`src/rtl/gi_phase_pkg.sv`:
```
package gi_phase_pkg;
  localparam int unsigned DEF_W        = 24;
  localparam int unsigned DEF_MAX_LOG2 = 11;

  typedef enum logic [1:0] {
    SMP_NONE = 2'd0,
    SMP_GI   = 2'd1,
    SMP_USE  = 2'd2
  } smp_kind_e;

  function automatic smp_kind_e classify(input logic vld, input logic gi);
    if (!vld)   return SMP_NONE;
    else if (gi) return SMP_GI;
    else        return SMP_USE;
  endfunction
endpackage

```
`src/rtl/gi_tracker.sv`:
```
module gi_tracker
  import gi_phase_pkg::*;
#(
  parameter int unsigned W        = DEF_W,
  parameter int unsigned MAX_LOG2 = DEF_MAX_LOG2,
  localparam int unsigned CODE_W  = $clog2(MAX_LOG2 + 1),
  localparam int unsigned CNT_W   = MAX_LOG2 + 2
) (
  input  logic              clk_i,
  input  logic              rst_ni,
  input  smp_kind_e         kind_i,
  input  logic              sym_start_i,
  input  logic [W-1:0]      freq_i,
  input  logic [CODE_W-1:0] gi_log2_i,
  output logic [W-1:0]      freq_held_o,
  output logic [W-1:0]      freq_act_o,
  output logic              pend_o
);
  logic [W-1:0]     freq_q;
  logic             pend_q;
  logic [CNT_W-1:0] gi_cnt_q;
  logic [CNT_W-1:0] gi_len;

  assign gi_len = {{(CNT_W-1){1'b0}}, 1'b1} << gi_log2_i;

  always_ff @(posedge clk_i or negedge rst_ni) begin
    if (!rst_ni) begin
      freq_q   <= '0;
      pend_q   <= 1'b0;
      gi_cnt_q <= '0;
    end else begin
      case (kind_i)
        SMP_GI: begin
          pend_q   <= 1'b1;
          gi_cnt_q <= gi_cnt_q + 1'b1;
        end
        SMP_USE: begin
          pend_q   <= 1'b0;
          gi_cnt_q <= '0;
          if (sym_start_i) freq_q <= freq_i;
        end
        default: ;
      endcase
    end
  end

  assign freq_held_o = freq_q;
  assign freq_act_o  = (kind_i == SMP_USE && sym_start_i) ? freq_i : freq_q;
  assign pend_o      = pend_q;

  AST_GI_LEN: assert property (@(posedge clk_i) disable iff (!rst_ni)
    (kind_i == SMP_USE && pend_q) |-> (gi_cnt_q == gi_len)) else $error("gi run length");
  AST_GI_ENDS_AT_START: assert property (@(posedge clk_i) disable iff (!rst_ni)
    (kind_i == SMP_USE && pend_q) |-> sym_start_i) else $error("gi not closed by start");
  AST_CODE_RANGE: assert property (@(posedge clk_i) disable iff (!rst_ni)
    (kind_i != SMP_NONE) |-> (gi_log2_i <= CODE_W'(MAX_LOG2))) else $error("code range");
  AST_START_USEFUL: assert property (@(posedge clk_i) disable iff (!rst_ni)
    sym_start_i |-> (kind_i == SMP_USE)) else $error("start outside useful");
endmodule

```
`src/rtl/gi_predictor.sv`:
```
module gi_predictor #(
  parameter int unsigned W        = 24,
  parameter int unsigned MAX_LOG2 = 11,
  localparam int unsigned CODE_W  = $clog2(MAX_LOG2 + 1)
) (
  input  logic [W-1:0]      freq_i,
  input  logic [CODE_W-1:0] gi_log2_i,
  input  logic              pend_i,
  output logic [W-1:0]      jump_o
);
  logic [W-1:0] cand [MAX_LOG2+1];

  for (genvar k = 0; k <= MAX_LOG2; k++) begin : g_shift
    if (k < W) begin : g_in
      assign cand[k] = freq_i << k;
    end else begin : g_out
      assign cand[k] = '0;
    end
  end

  always_comb begin
    jump_o = '0;
    if (pend_i) begin
      for (int k = 0; k <= MAX_LOG2; k++) begin
        if (gi_log2_i == CODE_W'(k)) jump_o = cand[k];
      end
    end
  end
endmodule

```
`src/rtl/phase_reg.sv`:
```
module phase_reg
  import gi_phase_pkg::*;
#(
  parameter int unsigned W = DEF_W
) (
  input  logic         clk_i,
  input  logic         rst_ni,
  input  smp_kind_e    kind_i,
  input  logic [W-1:0] step_i,
  input  logic [W-1:0] jump_i,
  output logic [W-1:0] phase_o
);
  logic [W-1:0] phase_q;

  always_ff @(posedge clk_i or negedge rst_ni) begin
    if (!rst_ni)                phase_q <= '0;
    else if (kind_i == SMP_USE) phase_q <= phase_q + step_i + jump_i;
  end

  assign phase_o = phase_q;

  AST_GI_HOLD: assert property (@(posedge clk_i) disable iff (!rst_ni)
    (kind_i == SMP_GI) |=> $stable(phase_q)) else $error("gi moved phase");
  AST_IDLE_HOLD: assert property (@(posedge clk_i) disable iff (!rst_ni)
    (kind_i == SMP_NONE) |=> $stable(phase_q)) else $error("idle moved phase");
endmodule

```
`src/rtl/gi_phase_acc.sv`:
```
module gi_phase_acc
  import gi_phase_pkg::*;
#(
  parameter int unsigned W        = DEF_W,
  parameter int unsigned MAX_LOG2 = DEF_MAX_LOG2,
  localparam int unsigned CODE_W  = $clog2(MAX_LOG2 + 1)
) (
  input  logic              clk_i,
  input  logic              rst_ni,
  input  logic              smp_vld_i,
  input  logic              gi_i,
  input  logic              sym_start_i,
  input  logic [W-1:0]      freq_i,
  input  logic [CODE_W-1:0] gi_log2_i,
  output logic [W-1:0]      phase_o
);
  smp_kind_e    kind;
  logic [W-1:0] freq_held, freq_act, jump;
  logic         pend;

  assign kind = classify(smp_vld_i, gi_i);

  gi_tracker #(.W(W), .MAX_LOG2(MAX_LOG2)) u_trk (
    .clk_i, .rst_ni, .kind_i(kind), .sym_start_i, .freq_i, .gi_log2_i,
    .freq_held_o(freq_held), .freq_act_o(freq_act), .pend_o(pend)
  );

  gi_predictor #(.W(W), .MAX_LOG2(MAX_LOG2)) u_pred (
    .freq_i(freq_held), .gi_log2_i, .pend_i(pend), .jump_o(jump)
  );

  phase_reg #(.W(W)) u_ph (
    .clk_i, .rst_ni, .kind_i(kind), .step_i(freq_act), .jump_i(jump), .phase_o
  );

  AST_NO_JUMP_COLD: assert property (@(posedge clk_i) disable iff (!rst_ni)
    (kind == SMP_USE && !pend) |=> (phase_o == $past(phase_o) + $past(freq_act))) else $error("jump without gi");
endmodule

```
`config.mk`:
```
export PLATFORM = sky130hd
export DESIGN_NAME = gi_phase_acc
export DESIGN_NICKNAME = d
export VERILOG_FILES = /design/src/rtl/gi_phase_pkg.sv /design/src/rtl/gi_tracker.sv /design/src/rtl/gi_predictor.sv /design/src/rtl/phase_reg.sv /design/src/rtl/gi_phase_acc.sv
export SDC_FILE = /design/constraint.sdc
export NUM_CORES = 1
export LEC_CHECK = 0
export BUFFER_PORTS_ARGS = -buffer_cell sky130_fd_sc_hd__buf_2
export CAP_MARGIN = 10
export CORE_MARGIN = 5
export CORE_UTILIZATION = 55
export DETAILED_ROUTE_END_ITERATION = 8
export HOLD_SLACK_MARGIN = 0.06
export PLACE_DENSITY = 0.78
export SLEW_MARGIN = 20
export SYNTH_ARGS = -nofsm -noshare
export SYNTH_HDL_FRONTEND = slang
export SYNTH_SLANG_ARGS = --single-unit
export TNS_END_PERCENT = 1
```
`constraint.sdc`:
```
create_clock -name clk_i -period 4.4 [get_ports clk_i]
set_input_delay 1.32 -clock clk_i [delete_from_list [all_inputs] [get_ports clk_i]]
set_output_delay 1.32 -clock clk_i [all_outputs]
set_load 0.005 [all_outputs]
```
* After elaboration in Yosys (flattened, before gate mapping)
Index checks and enable logic that the tools add are counted.
Word-level totals: input bits 33, word-level logic and storage cells 39, output and inout port bits 24, memories kept 0, memory bits (writable) 0, ROM bits 0, latch bits 0, register bits 49
Operators by class: multipliers 0, equality and inequality tests 13, magnitude comparators 0, mux-type cells 17, $add $sub $neg 2, shift-type cells 0, reductions and logical operators 4, div/mod/pow operators 0, bitwise logic cells 0
Operators by type and width (count):
- $mux 24 | 14
- $add 24x24->24 | 2
- $eq 4x3->1 const B | 4
- $eq 4x4->1 const B | 4
- $eq 4x2->1 const B | 2
- $eq 4x1->1 const B | 1
- $logic_not 4->1 | 1
- $mux 2 | 2
- $eq 2x1->1 const B | 1
- $eq 2x2->1 const B | 1
- $pmux 1 s2 | 1
- $reduce_and 2->1 | 1
- $reduce_bool 2->1 | 1
- $logic_and 1x1->1 | 1

* Logic depth before layout (Yosys ltp)
Gate-level depths: netlist (run 1).
depth in word-level cells 15, depth in mapped cells 19, gate-level depth less buffers 18

* Modules after synthesis
From an unflattened synthesis (run 1), not the netlist that was laid out.
Unflattened totals: cells, all modules 591, area, all modules 5456.5 sq um
By module, submodules not included:
- phase_reg | instances 1, area an instance 2657.5 sq um, seq. area each 600.6 sq um, cells an instance 289
- gi_predictor | instances 1, area an instance 1468.9 sq um, seq. area each 0.0 sq um, cells an instance 217
- gi_tracker | instances 1, area an instance 1313.8 sq um, seq. area each 625.6 sq um, cells an instance 83
- gi_phase_acc | instances 1, area an instance 16.3 sq um, seq. area each 0.0 sq um, cells an instance 2

* Worst setup path after synthesis (run 1)
Ideal clock, no wire load.
path kind input port to flip-flop, start input gi_log2_i[0], end register u_ph.phase_q[23] (netlist: u_ph.phase_o[23]), slack -967 ps, buffers on the path 4, data required time 4320 ps, library setup time 80 ps, cell stages on the path 18, data arrival time 5287 ps, cell sequence buf_2 -> buf_2 -> buf_1 -> clkbuf_1 -> mux2i_1 -> nor3_1 -> fa_1 -> ha_1 -> inv_1 -> fa_1 -> nor2b_1 -> o31a_1 -> o21ai_0 -> a2111oi_0 -> o21ai_0 -> and2_1 -> a211oi_2 -> xnor2_1
On the way: cells in the longest elaborated chain, start to end 15, elaborated cells on any way between the ends 26, classes of those cells add/sub (1); eq/ne (11); mux (13); reduce/logical (1)
Ends and longest elaborated chain:
- start, declared | line gi_phase_acc.sv:14 | input logic [CODE_W-1:0] gi_log2_i,
- $logic_not 4->1 | line gi_predictor.sv:25 | if (gi_log2_i == CODE_W'(k)) jump_o = cand[k];
- $mux 24 (11 in series) | line gi_predictor.sv:25
- $mux 24 * | line gi_predictor.sv:25
- $mux 24 * | line gi_predictor.sv:23 | if (pend_i) begin
- $add 24x24->24 * | line phase_reg.sv:17 | else if (kind_i == SMP_USE) phase_q <= phase_q + step_i + jump_i;
- end signal, assigned | line phase_reg.sv:17
- end, declared | line phase_reg.sv:13 | logic [W-1:0] phase_q;
Mark *: on every way between the ends. The rest lies on a longest branch, timed or not. A chain may end at the register's enable or synchronous reset.

* Worst setup path in the final report (run 1)
start input gi_i, end register u_ph.phase_q[22] (netlist: u_ph.phase_o[22])
On the way: cells in the longest elaborated chain, start to end 7
Ends and longest elaborated chain:
- start, declared | line gi_phase_acc.sv:11 | input logic gi_i,
- $mux 2 * | line gi_phase_pkg.sv:13 | else if (gi) return SMP_GI;
- $mux 2 * | line gi_phase_pkg.sv:12 | if (!vld) return SMP_NONE;
- $eq 2x2->1 * | line gi_tracker.sv:48, phase_reg.sv:17
- $logic_and 1x1->1 | line gi_tracker.sv:48 | assign freq_act_o = (kind_i == SMP_USE && sym_start_i) ? freq_i : freq_q;
- $mux 24 | line gi_tracker.sv:48
- $add 24x24->24 (2 in series) | line phase_reg.sv:17
Marks and branches as above.

==> report_table.html, run 1 <==
<table>
<tr><th>Metric</th><th>Value</th></tr>
<tr><th colspan="2">Status</th></tr>
<tr><td>Outcome</td><td>complete, but fails checks</td></tr>
<tr><td>Failing checks</td><td>setup timing</td></tr>
<tr><th colspan="2">STA</th></tr>
<tr><td>Top achievable clock speed</td><td>between 200 and 250 MHz</td></tr>
<tr><td>Endpoints failing setup</td><td>9</td></tr>
<tr><td>Final worst-path setup slack</td><td>-278.8 ps</td></tr>
<tr><td>Unrepaired setup endpoints after global routing</td><td>yes</td></tr>
<tr><td>Fraction of the cycle the final worst path needs</td><td>106.3%</td></tr>
<tr><td>Max-slew headroom at the worst pin</td><td>between 50% and 60%</td></tr>
<tr><td>Worst clock skew</td><td>5.828 ps</td></tr>
<tr><td>Worst hold margin</td><td>about 500 ps</td></tr>
<tr><td>Number of max-slew violations in the final report</td><td>0</td></tr>
<tr><td>Final hold violation count</td><td>0</td></tr>
<tr><td>Clock period minus worst slack</td><td>roughly 4700 ps</td></tr>
<tr><td>Transition time at the pin with the least slew margin</td><td>666.1 ps</td></tr>
<tr><th colspan="2">Cells and area</th></tr>
<tr><td>Number of nets in the final layout</td><td>between 800 and 900</td></tr>
<tr><td>Number of filler instances in the final layout</td><td>598</td></tr>
<tr><td>Fraction of layout cells with a size suffix above 1</td><td>about 37%</td></tr>
<tr><td>Commonest cells after routing, fill and taps aside</td><td>sky130_fd_sc_hd__buf_4, sky130_fd_sc_hd__nand2_1, sky130_fd_sc_hd__buf_2</td></tr>
<tr><td>Area occupied by registers</td><td>1226 µm²</td></tr>
<tr><td>Footprint of the multi-input gates</td><td>between 3000 and 4000 µm²</td></tr>
<tr><td>Leading cell type in the layout, fill and taps excluded</td><td>sky130_fd_sc_hd__buf_4</td></tr>
<tr><td>Number of diodes added for antenna fixing</td><td>0</td></tr>
<tr><td>Area growth syn-to-layout</td><td>37.44%</td></tr>
<tr><th colspan="2">Floorplanning</th></tr>
<tr><td>Cell row count</td><td>34</td></tr>
<tr><td>Number of placed I/O pins</td><td>between 50 and 60</td></tr>
<tr><td>Initial cell density of the core</td><td>a little under three fifths</td></tr>
<tr><td>Total Die Area</td><td>10,820 µm²</td></tr>
<tr><td>Height of the die</td><td>between 100 and 150 µm</td></tr>
<tr><td>Die Wd</td><td>between 100 and 150 µm</td></tr>
<tr><td>Floorplan core area</td><td>approximately 8700 µm²</td></tr>
<tr><th colspan="2">Power and ir drop</th></tr>
<tr><td>Sum of internal, switching and leakage power</td><td>around 4000 µW</td></tr>
<tr><td>Reported leakage power</td><td>roughly 0.0031 µW</td></tr>
<tr><td>Power per unit of standard cell area</td><td>601.7 nW/µm²</td></tr>
<tr><td>Peak ir drop on the vdd network</td><td>between 0.0005 and 0.0006 V</td></tr>
<tr><th colspan="2">Detailed routing</th></tr>
<tr><td>DRT antenna net count</td><td>0</td></tr>
<tr><td>Met1 wire length</td><td>~7100 µm</td></tr>
<tr><td>Total met2 wirelength after detailed routing</td><td>around 8000 µm</td></tr>
<tr><td>Top Metal Used</td><td>met4</td></tr>
<tr><td>Met3 WL post-DR</td><td>1491 µm</td></tr>
<tr><td>Number of vias in the routed layout</td><td>~5.4k</td></tr>
<tr><td>First-pass DRT Iterations</td><td>5</td></tr>
<tr><td>Violation count after the first detailed-route iteration</td><td>around 420</td></tr>
<tr><td>Routed wire length</td><td>17,210 µm</td></tr>
<tr><td>Remaining design rule violation count</td><td>0</td></tr>
<tr><td>Ratio of routed vias to standard cells</td><td>around 6.3</td></tr>
<tr><td>WL/cell</td><td>20.15 µm</td></tr>
<tr><th colspan="2">CTS</th></tr>
<tr><td>Clock tree from TritonCTS</td><td>done</td></tr>
<tr><td>Max Root-Sink Buffers</td><td>2</td></tr>
<tr><td>Quantity of hold-fixing buffers added after cts</td><td>0</td></tr>
<tr><td>TritonCTS sink count</td><td>49</td></tr>
<tr><td>Total CTS buffers</td><td>5</td></tr>
<tr><td>Worst skew pair latency</td><td>about 310 ps</td></tr>
<tr><td>Number of levels in the clock H-tree</td><td>2</td></tr>
<tr><td>Worst-path clk slew</td><td>100 ps</td></tr>
<tr><td>Clock Root Buffer</td><td>sky130_fd_sc_hd__clkbuf_8</td></tr>
<tr><th colspan="2">Hold path</th></tr>
<tr><td>Type of the worst min-delay path</td><td>reg -&gt; reg</td></tr>
<tr><th colspan="2">Setup path</th></tr>
<tr><td>Startpoint types</td><td>input port</td></tr>
<tr><td>Endpoint required time on the critical path</td><td>4590 ps</td></tr>
<tr><td>Class of the most critical setup path</td><td>in -&gt; reg</td></tr>
<tr><td>Sort of element at the end of the critical path</td><td>register</td></tr>
<tr><td>Data arrival time of the critical path</td><td>between 4000 and 5000 ps</td></tr>
<tr><td>Crit path max fanout</td><td>4</td></tr>
<tr><th colspan="2">Global route</th></tr>
<tr><td>Wire length of the first global-routing pass</td><td>26,880 µm</td></tr>
<tr><td>Overflow left after global routing</td><td>0</td></tr>
<tr><td>Total routing usage reported by global routing</td><td>30.21%</td></tr>
<tr><td>Largest net degree at the start of global routing</td><td>50</td></tr>
<tr><td>Number of antenna violations at the first check in global routing</td><td>0</td></tr>
<tr><td>Via count of the first global-routing pass</td><td>between 5k and 6k</td></tr>
<tr><th colspan="2">Logic synthesis</th></tr>
<tr><td>Mean instance size in the synthesized netlist</td><td>8.571 µm²</td></tr>
<tr><td>Warnings from Yosys</td><td>0</td></tr>
<tr><td>Post-synthesis instance area</td><td>~4900 µm²</td></tr>
<tr><td>Number of synthesized flops with an enable pin</td><td>0</td></tr>
<tr><td>Fraction of the yosys area taken by sequential cells</td><td>between 20% and 30%</td></tr>
<tr><td>Syn_nets</td><td>~650</td></tr>
<tr><td>Asr flop ratio synth</td><td>100.0%</td></tr>
<tr><td>Synth cell types</td><td>61</td></tr>
<tr><td>Post-synth top area share</td><td>between 20% and 30%</td></tr>
<tr><td>Cell types with the largest area share after synthesis</td><td>sky130_fd_sc_hd__dfrtp_1, sky130_fd_sc_hd__fa_1, sky130_fd_sc_hd__mux2_2</td></tr>
<tr><td>Most used flip-flop cell after synthesis</td><td>sky130_fd_sc_hd__dfrtp_1</td></tr>
<tr><td>Cell type with the highest aggregate area in the netlist</td><td>sky130_fd_sc_hd__dfrtp_1</td></tr>
<tr><td>Number of register bits inferred by synthesis</td><td>49</td></tr>
<tr><td>Cell count after synthesis</td><td>about 570</td></tr>
<tr><th colspan="2">Run</th></tr>
<tr><td>Max-capacitance violation count</td><td>0</td></tr>
<tr><th colspan="2">Placement</th></tr>
<tr><td>Port Buffers</td><td>56</td></tr>
<tr><td>Final Wtd Congestion</td><td>about 1.0</td></tr>
<tr><td>HPWL Detailed</td><td>13,140 µm</td></tr>
</table>
## flip-flops by register name (all words and copies together), names as in the netlist
signal and count:
u_ph.phase_o 24, u_trk.freq_held_o 24, u_trk.pend_o 1
## where the power goes
part           switching (µW)  internal [µW]  leakage, µW
clock                     165            185    0.0000574
sequential                225            599     0.000593
combinational            1410           1440      0.00250
total                    1800           2220      0.00315
## what timing repair did
action / CTS / global route
setup buffers: 0 / 6
gates resized for setup: 28 / 21
cloned: 0 / 2
hold endpoints to repair: 0 / 0
pin swaps: 6 / 19
endpoints found under the setup margin: 15 / 15
## worst paths after layout
| path | from | to | slack, ps | cells after the start |
|---|---|---|---|---|
| worst max-delay path | gi_i | u_ph.phase_o[22] | -280 | 14 |
| worst min-delay path | u_ph.phase_o[23] | u_ph.phase_o[23] | 500 | 1 |
| worst max register to register | u_trk.freq_held_o[1] | u_ph.phase_o[22] | 400 | 13 |
| worst min register to register | u_ph.phase_o[23] | u_ph.phase_o[23] | 500 | 1 |
| max in group asynchronous | rst_ni | u_trk.freq_held_o[22] | 2950 | 1 |
| min in group asynchronous | rst_ni | u_ph.phase_o[7] | 1010 | 1 |
## layout make-up
class,instances,share of cell area [%]
Clock buffer,6,1.236
Sequential cell,49,18.36
Tap cell,108,2.023
Multi-Input combinational cell,467,54.81
Timing Repair Buffer,202,21.88
Clock inverter,2,0.5620
Inverter,20,1.124
## per-layer routing
layer  up-vias  track usage (%)
met2       317            49.13
met5         -                0
met1      2613            42.00
met3        50            3.849
met4         0            9.251
li1       2431                -
## worst max-delay path, cell delays in order
cell                        delay (ps)
sky130_fd_sc_hd__buf_2             100
sky130_fd_sc_hd__nand3b_1          300
sky130_fd_sc_hd__buf_6             220
sky130_fd_sc_hd__mux2_2            280
sky130_fd_sc_hd__fa_1              470
sky130_fd_sc_hd__ha_1              310
sky130_fd_sc_hd__a211o_1           370
sky130_fd_sc_hd__a2111oi_4         420
sky130_fd_sc_hd__o32ai_4           180
sky130_fd_sc_hd__a21oi_2           240
sky130_fd_sc_hd__o211ai_1          160
sky130_fd_sc_hd__a41oi_2           210
sky130_fd_sc_hd__xor2_1            190
sky130_fd_sc_hd__o21ai_1            80
## cells by family (layout without fill, tap and decap cells)
| kind of cell | after synthesis | in the layout | share of synthesized area [%] |
|---|---|---|---|
| compound gates | 202 | 202 | 27.01 |
| simple gates | 158 | 158 | 15.11 |
| buf+inv | 51 | 230 | 4.197 |
| flops | 49 | 49 | 25.23 |
| fa+ha+maj | 46 | 46 | 15.55 |
| mux | 46 | 46 | 10.20 |
| xor+xnor | 15 | 15 | 2.703 |
## metrics by stage
step	util (%)	setup slack [ps]	cell area, µm²	setup TNS, ps	std cells
4_1_cts	74.68	-233.3	6481	-1027	846
3_5_place_dp	71.91	-804.4	6241	-9094	838
5_1_grt	76.96	-426.0	6679	-2952	854
3_3_place_gp	71.91	-722.5	6241	-7699	838
2_1_floorplan	-	-408.8	4967	-3149	567
6_report	76.96	-278.8	6679	-1313	854
## synthesized netlist by cell type (4+ instances only)
| cell | n |
|---|---|
| sky130_fd_sc_hd__buf_2 | 4 |
| sky130_fd_sc_hd__nor2b_1 | 15 |
| sky130_fd_sc_hd__xnor2_1 | 5 |
| sky130_fd_sc_hd__o21ai_0 | 55 |
| sky130_fd_sc_hd__and3_1 | 4 |
| sky130_fd_sc_hd__fa_1 | 24 |
| sky130_fd_sc_hd__a2111oi_0 | 4 |
| sky130_fd_sc_hd__nor2_1 | 40 |
| sky130_fd_sc_hd__xor2_1 | 10 |
| sky130_fd_sc_hd__nand2b_1 | 11 |
| sky130_fd_sc_hd__a21o_1 | 12 |
| sky130_fd_sc_hd__clkbuf_1 | 22 |
| sky130_fd_sc_hd__buf_1 | 4 |
| sky130_fd_sc_hd__a211o_1 | 4 |
| sky130_fd_sc_hd__nand3_1 | 7 |
| sky130_fd_sc_hd__o211ai_1 | 4 |
| sky130_fd_sc_hd__ha_1 | 22 |
| sky130_fd_sc_hd__inv_1 | 19 |
| sky130_fd_sc_hd__a31oi_1 | 4 |
| sky130_fd_sc_hd__nor3_1 | 9 |
| sky130_fd_sc_hd__a221oi_1 | 4 |
| sky130_fd_sc_hd__a211oi_1 | 15 |
| sky130_fd_sc_hd__o21a_1 | 8 |
| sky130_fd_sc_hd__mux2i_1 | 18 |
| sky130_fd_sc_hd__dfrtp_1 | 49 |
| sky130_fd_sc_hd__nand2_1 | 59 |
| sky130_fd_sc_hd__mux2_2 | 28 |
| sky130_fd_sc_hd__a21oi_1 | 53 |
(Power assumes the default switching activity.)
==> inputs of run 2 (changes only) <==
==> constraint.sdc (replaced) <==
create_clock -name clk_i -period 4.4 [get_ports clk_i]
set_input_delay 0.22 -clock clk_i [delete_from_list [all_inputs] [get_ports clk_i]]
set_output_delay 0.22 -clock clk_i [all_outputs]
set_load 0.005 [all_outputs]
==> report_table.html, run 2 (same netlist as run 1, synthesis figures left out) <==
<table>
<tr><th>Metric</th><th>Value</th></tr>
<tr><th colspan="2">Global route</th></tr>
<tr><td>Overflow left after global routing</td><td>0</td></tr>
<tr><td>Largest net degree at the start of global routing</td><td>50</td></tr>
<tr><td>Via count of the first global-routing pass</td><td>between 4k and 5k</td></tr>
<tr><td>Wire length of the first global-routing pass</td><td>roughly 24,000 µm</td></tr>
<tr><td>Number of antenna violations at the first check in global routing</td><td>0</td></tr>
<tr><td>Total routing usage reported by global routing</td><td>26.74%</td></tr>
<tr><th colspan="2">Power and ir drop</th></tr>
<tr><td>Clk network pwr share</td><td>between 8 and 9%</td></tr>
<tr><td>Power per unit of standard cell area</td><td>562.0 nW/µm²</td></tr>
<tr><td>Internal Power</td><td>roughly 1600 µW</td></tr>
<tr><td>Switch share</td><td>approximately 47%</td></tr>
<tr><td>Reported leakage power</td><td>~0.0025 µW</td></tr>
<tr><td>Peak ir drop on the vdd network</td><td>approximately 0.00040 V</td></tr>
<tr><td>Reg power frac</td><td>roughly a quarter</td></tr>
<tr><td>Sw power</td><td>approximately 1500 µW</td></tr>
<tr><td>Relative contribution of combinational cells to total power</td><td>between 60 and 70%</td></tr>
<tr><th colspan="2">Cells and area</th></tr>
<tr><td>Fraction of layout cells with a size suffix above 1</td><td>about a fifth</td></tr>
<tr><td>Footprint of the multi-input gates</td><td>3440 µm²</td></tr>
<tr><td>Commonest cells after routing, fill and taps aside</td><td>sky130_fd_sc_hd__nand2_1, sky130_fd_sc_hd__o21ai_0, sky130_fd_sc_hd__buf_2</td></tr>
<tr><td>Area occupied by registers</td><td>between 1000 and 1500 µm²</td></tr>
<tr><td>Number of nets in the final layout</td><td>just over 700</td></tr>
<tr><td>Number of filler instances in the final layout</td><td>between 700 and 800</td></tr>
<tr><td>Area growth syn-to-layout</td><td>13.67%</td></tr>
<tr><td>Number of diodes added for antenna fixing</td><td>0</td></tr>
<tr><td>Leading cell type in the layout, fill and taps excluded</td><td>sky130_fd_sc_hd__nand2_1</td></tr>
<tr><th colspan="2">STA</th></tr>
<tr><td>Fraction of the cycle the final worst path needs</td><td>a little over nine tenths</td></tr>
<tr><td>Number of max-slew violations in the final report</td><td>0</td></tr>
<tr><td>Worst clock skew</td><td>5.812 ps</td></tr>
<tr><td>Final hold violation count</td><td>0</td></tr>
<tr><td>Total negative slack</td><td>0 ps</td></tr>
<tr><td>Transition time at the pin with the least slew margin</td><td>692.5 ps</td></tr>
<tr><td>Top achievable clock speed</td><td>approximately 240 MHz</td></tr>
<tr><td>Unrepaired setup endpoints after global routing</td><td>no</td></tr>
<tr><td>Final worst-path setup slack</td><td>between 150 and 200 ps</td></tr>
<tr><td>Clock period minus worst slack</td><td>roughly 4200 ps</td></tr>
<tr><td>Endpoints failing setup</td><td>0</td></tr>
<tr><td>Max-slew headroom at the worst pin</td><td>a little over half</td></tr>
<tr><th colspan="2">Setup path</th></tr>
<tr><td>Reg2reg start</td><td>u_trk.freq_held_o[11]</td></tr>
<tr><td>Capture point of the worst reg-to-reg path</td><td>u_ph.phase_o[22]</td></tr>
<tr><td>Setup slack of the most critical reg-to-reg path</td><td>between 150 and 200 ps</td></tr>
<tr><td>Endpoint required time on the critical path</td><td>4560 ps</td></tr>
<tr><td>Crit path max fanout</td><td>6</td></tr>
<tr><td>Sort of element at the end of the critical path</td><td>register</td></tr>
<tr><td>Cell count of the worst reg-to-reg path</td><td>18</td></tr>
<tr><td>Class of the most critical setup path</td><td>reg -&gt; reg</td></tr>
<tr><td>Data arrival time of the critical path</td><td>roughly 4400 ps</td></tr>
<tr><td>Startpoint types</td><td>register</td></tr>
<tr><th colspan="2">Detailed routing</th></tr>
<tr><td>Top Metal Used</td><td>met4</td></tr>
<tr><td>Met1 wire length</td><td>6502 µm</td></tr>
<tr><td>Number of vias in the routed layout</td><td>about 4.7k</td></tr>
<tr><td>Violation count after the first detailed-route iteration</td><td>413</td></tr>
<tr><td>Remaining design rule violation count</td><td>0</td></tr>
<tr><td>Met3 WL post-DR</td><td>about 1200 µm</td></tr>
<tr><td>Routed wire length</td><td>14,750 µm</td></tr>
<tr><td>DRT antenna net count</td><td>0</td></tr>
<tr><td>First-pass DRT Iterations</td><td>7</td></tr>
<tr><td>Ratio of routed vias to standard cells</td><td>6.395</td></tr>
<tr><td>Total met2 wirelength after detailed routing</td><td>around 6700 µm</td></tr>
<tr><td>WL/cell</td><td>between 15 and 20 µm</td></tr>
<tr><th colspan="2">Floorplanning</th></tr>
<tr><td>Total Die Area</td><td>10,820 µm²</td></tr>
<tr><td>Die Wd</td><td>104 µm</td></tr>
<tr><td>Floorplan core area</td><td>roughly 8700 µm²</td></tr>
<tr><td>Initial cell density of the core</td><td>56.00%</td></tr>
<tr><td>Height of the die</td><td>~100 µm</td></tr>
<tr><td>Number of placed I/O pins</td><td>57</td></tr>
<tr><td>Cell row count</td><td>34</td></tr>
<tr><th colspan="2">Hold path</th></tr>
<tr><td>Type of the worst min-delay path</td><td>in -&gt; reg</td></tr>
<tr><td>Cell depth of the worst hold path</td><td>2</td></tr>
<tr><td>Hold Path Origin</td><td>smp_vld_i</td></tr>
<tr><td>Endpoint of the worst hold path</td><td>u_trk.pend_o</td></tr>
<tr><th colspan="2">CTS</th></tr>
<tr><td>Worst skew pair latency</td><td>about 290 ps</td></tr>
<tr><td>Worst-path clk slew</td><td>around 90 ps</td></tr>
<tr><td>TritonCTS sink count</td><td>about 50</td></tr>
<tr><td>Clock tree from TritonCTS</td><td>done</td></tr>
<tr><td>Clock Root Buffer</td><td>sky130_fd_sc_hd__clkbuf_8</td></tr>
<tr><td>Max Root-Sink Buffers</td><td>2</td></tr>
<tr><td>Total CTS buffers</td><td>5</td></tr>
<tr><td>Number of levels in the clock H-tree</td><td>2</td></tr>
<tr><th colspan="2">Run</th></tr>
<tr><td>Max-capacitance violation count</td><td>0</td></tr>
<tr><th colspan="2">Placement</th></tr>
<tr><td>Setup slack after placement</td><td>~44 ps</td></tr>
<tr><td>Port Buffers</td><td>56</td></tr>
<tr><td>HPWL Detailed</td><td>~12,000 µm</td></tr>
<tr><td>Final Wtd Congestion</td><td>about 1.0</td></tr>
<tr><th colspan="2">Status</th></tr>
<tr><td>Outcome</td><td>finished, final reports clean</td></tr>
</table>
run 2: changes by cell type in the layout (fill, tap and decap cells not counted), moves of 3 or more:
cell | previous run | this run
sky130_fd_sc_hd__a21oi_2 | 8 | 2
sky130_fd_sc_hd__a211oi_2 | 5 | 2
sky130_fd_sc_hd__o21ai_1 | 4 | 0
sky130_fd_sc_hd__buf_4 | 141 | 34
sky130_fd_sc_hd__a211oi_1 | 11 | 14
sky130_fd_sc_hd__ha_1 | 19 | 22
sky130_fd_sc_hd__buf_6 | 4 | 0
sky130_fd_sc_hd__o21ai_0 | 50 | 55
sky130_fd_sc_hd__a21oi_1 | 46 | 52
run 2: per-layer routing:
metal  up-vias  track usage, %
li1       2212               -
met5         -               0
met4         0           8.973
met2       233           40.35
met3        31           4.221
met1      2269           39.04
run 2: worst max-delay path, stage by stage (launching register included):
cell and delay, ps:
sky130_fd_sc_hd__dfrtp_2 480, sky130_fd_sc_hd__nand2b_1 120, sky130_fd_sc_hd__a21boi_1 330, sky130_fd_sc_hd__nor2b_1 250
sky130_fd_sc_hd__a211oi_1 70, sky130_fd_sc_hd__a21oi_1 120, sky130_fd_sc_hd__nor2_1 50, sky130_fd_sc_hd__a221oi_1 280
sky130_fd_sc_hd__a211oi_2 110, sky130_fd_sc_hd__fa_1 460, sky130_fd_sc_hd__ha_1 380, sky130_fd_sc_hd__a21o_1 210
sky130_fd_sc_hd__a211oi_1 240, sky130_fd_sc_hd__nor2_1 100, sky130_fd_sc_hd__a21oi_2 190, sky130_fd_sc_hd__o211ai_1 140
sky130_fd_sc_hd__a41oi_1 300, sky130_fd_sc_hd__xor2_1 170, sky130_fd_sc_hd__o21ai_0 90
run 2: layout make-up:
class / count / area share (%)
flip-flops and latches: 49 / 22.22
inverters: 20 / 1.359
multi-input cells: 467 / 62.27
repair buffers: 91 / 10.15
clock buffers: 7 / 1.563
well taps: 108 / 2.446
run 2: what timing repair did:
item / CTS / global route
endpoints found under the hold margin: 0 / 49
resized for setup: 0 / 5
endpoints found under the setup margin: 0 / 5
hold buffers: 0 / 1
setup buffers: 0 / 0
run 2: per-stage QoR:
stage | total power (µW) | instance area [µm²] | util, % | cells | hold WS (ps)
floorplan | 2195 | 4860 | - | 567 | -75.59
global placement | 2718 | 5414 | 62.38 | 734 | 449.8
detailed placement | 2786 | 5414 | 62.38 | 734 | 464.0
CTS | 3077 | 5500 | 63.38 | 741 | 149.9
global route | 3391 | 5524 | 63.65 | 742 | 158.0
finish | 3104 | 5524 | 63.65 | 742 | 156.3
run 2: worst max-delay path by stage:
stage                            end             startpoint  cells past startpoint
CTS                 u_ph.phase_o[22]  u_trk.freq_held_o[11]                     18
global placement    u_ph.phase_o[22]           gi_log2_i[0]                     19
finish              u_ph.phase_o[22]  u_trk.freq_held_o[11]                     18
detailed placement  u_ph.phase_o[22]           gi_log2_i[0]                     19
global route        u_ph.phase_o[22]  u_trk.freq_held_o[11]                     18
floorplan           u_ph.phase_o[23]           gi_log2_i[0]                     18
run 2: power by group through the flow:
stage / Sequential (µW) / Clock (µW) / Combinational, µW
detailed placement: 799 / 0 / 1990
CTS: 789 / 280 / 2010
global placement: 792 / 0 / 1930
global route: 820 / 304 / 2270
finish: 795 / 267 / 2040
floorplan: 764 / 0 / 1430
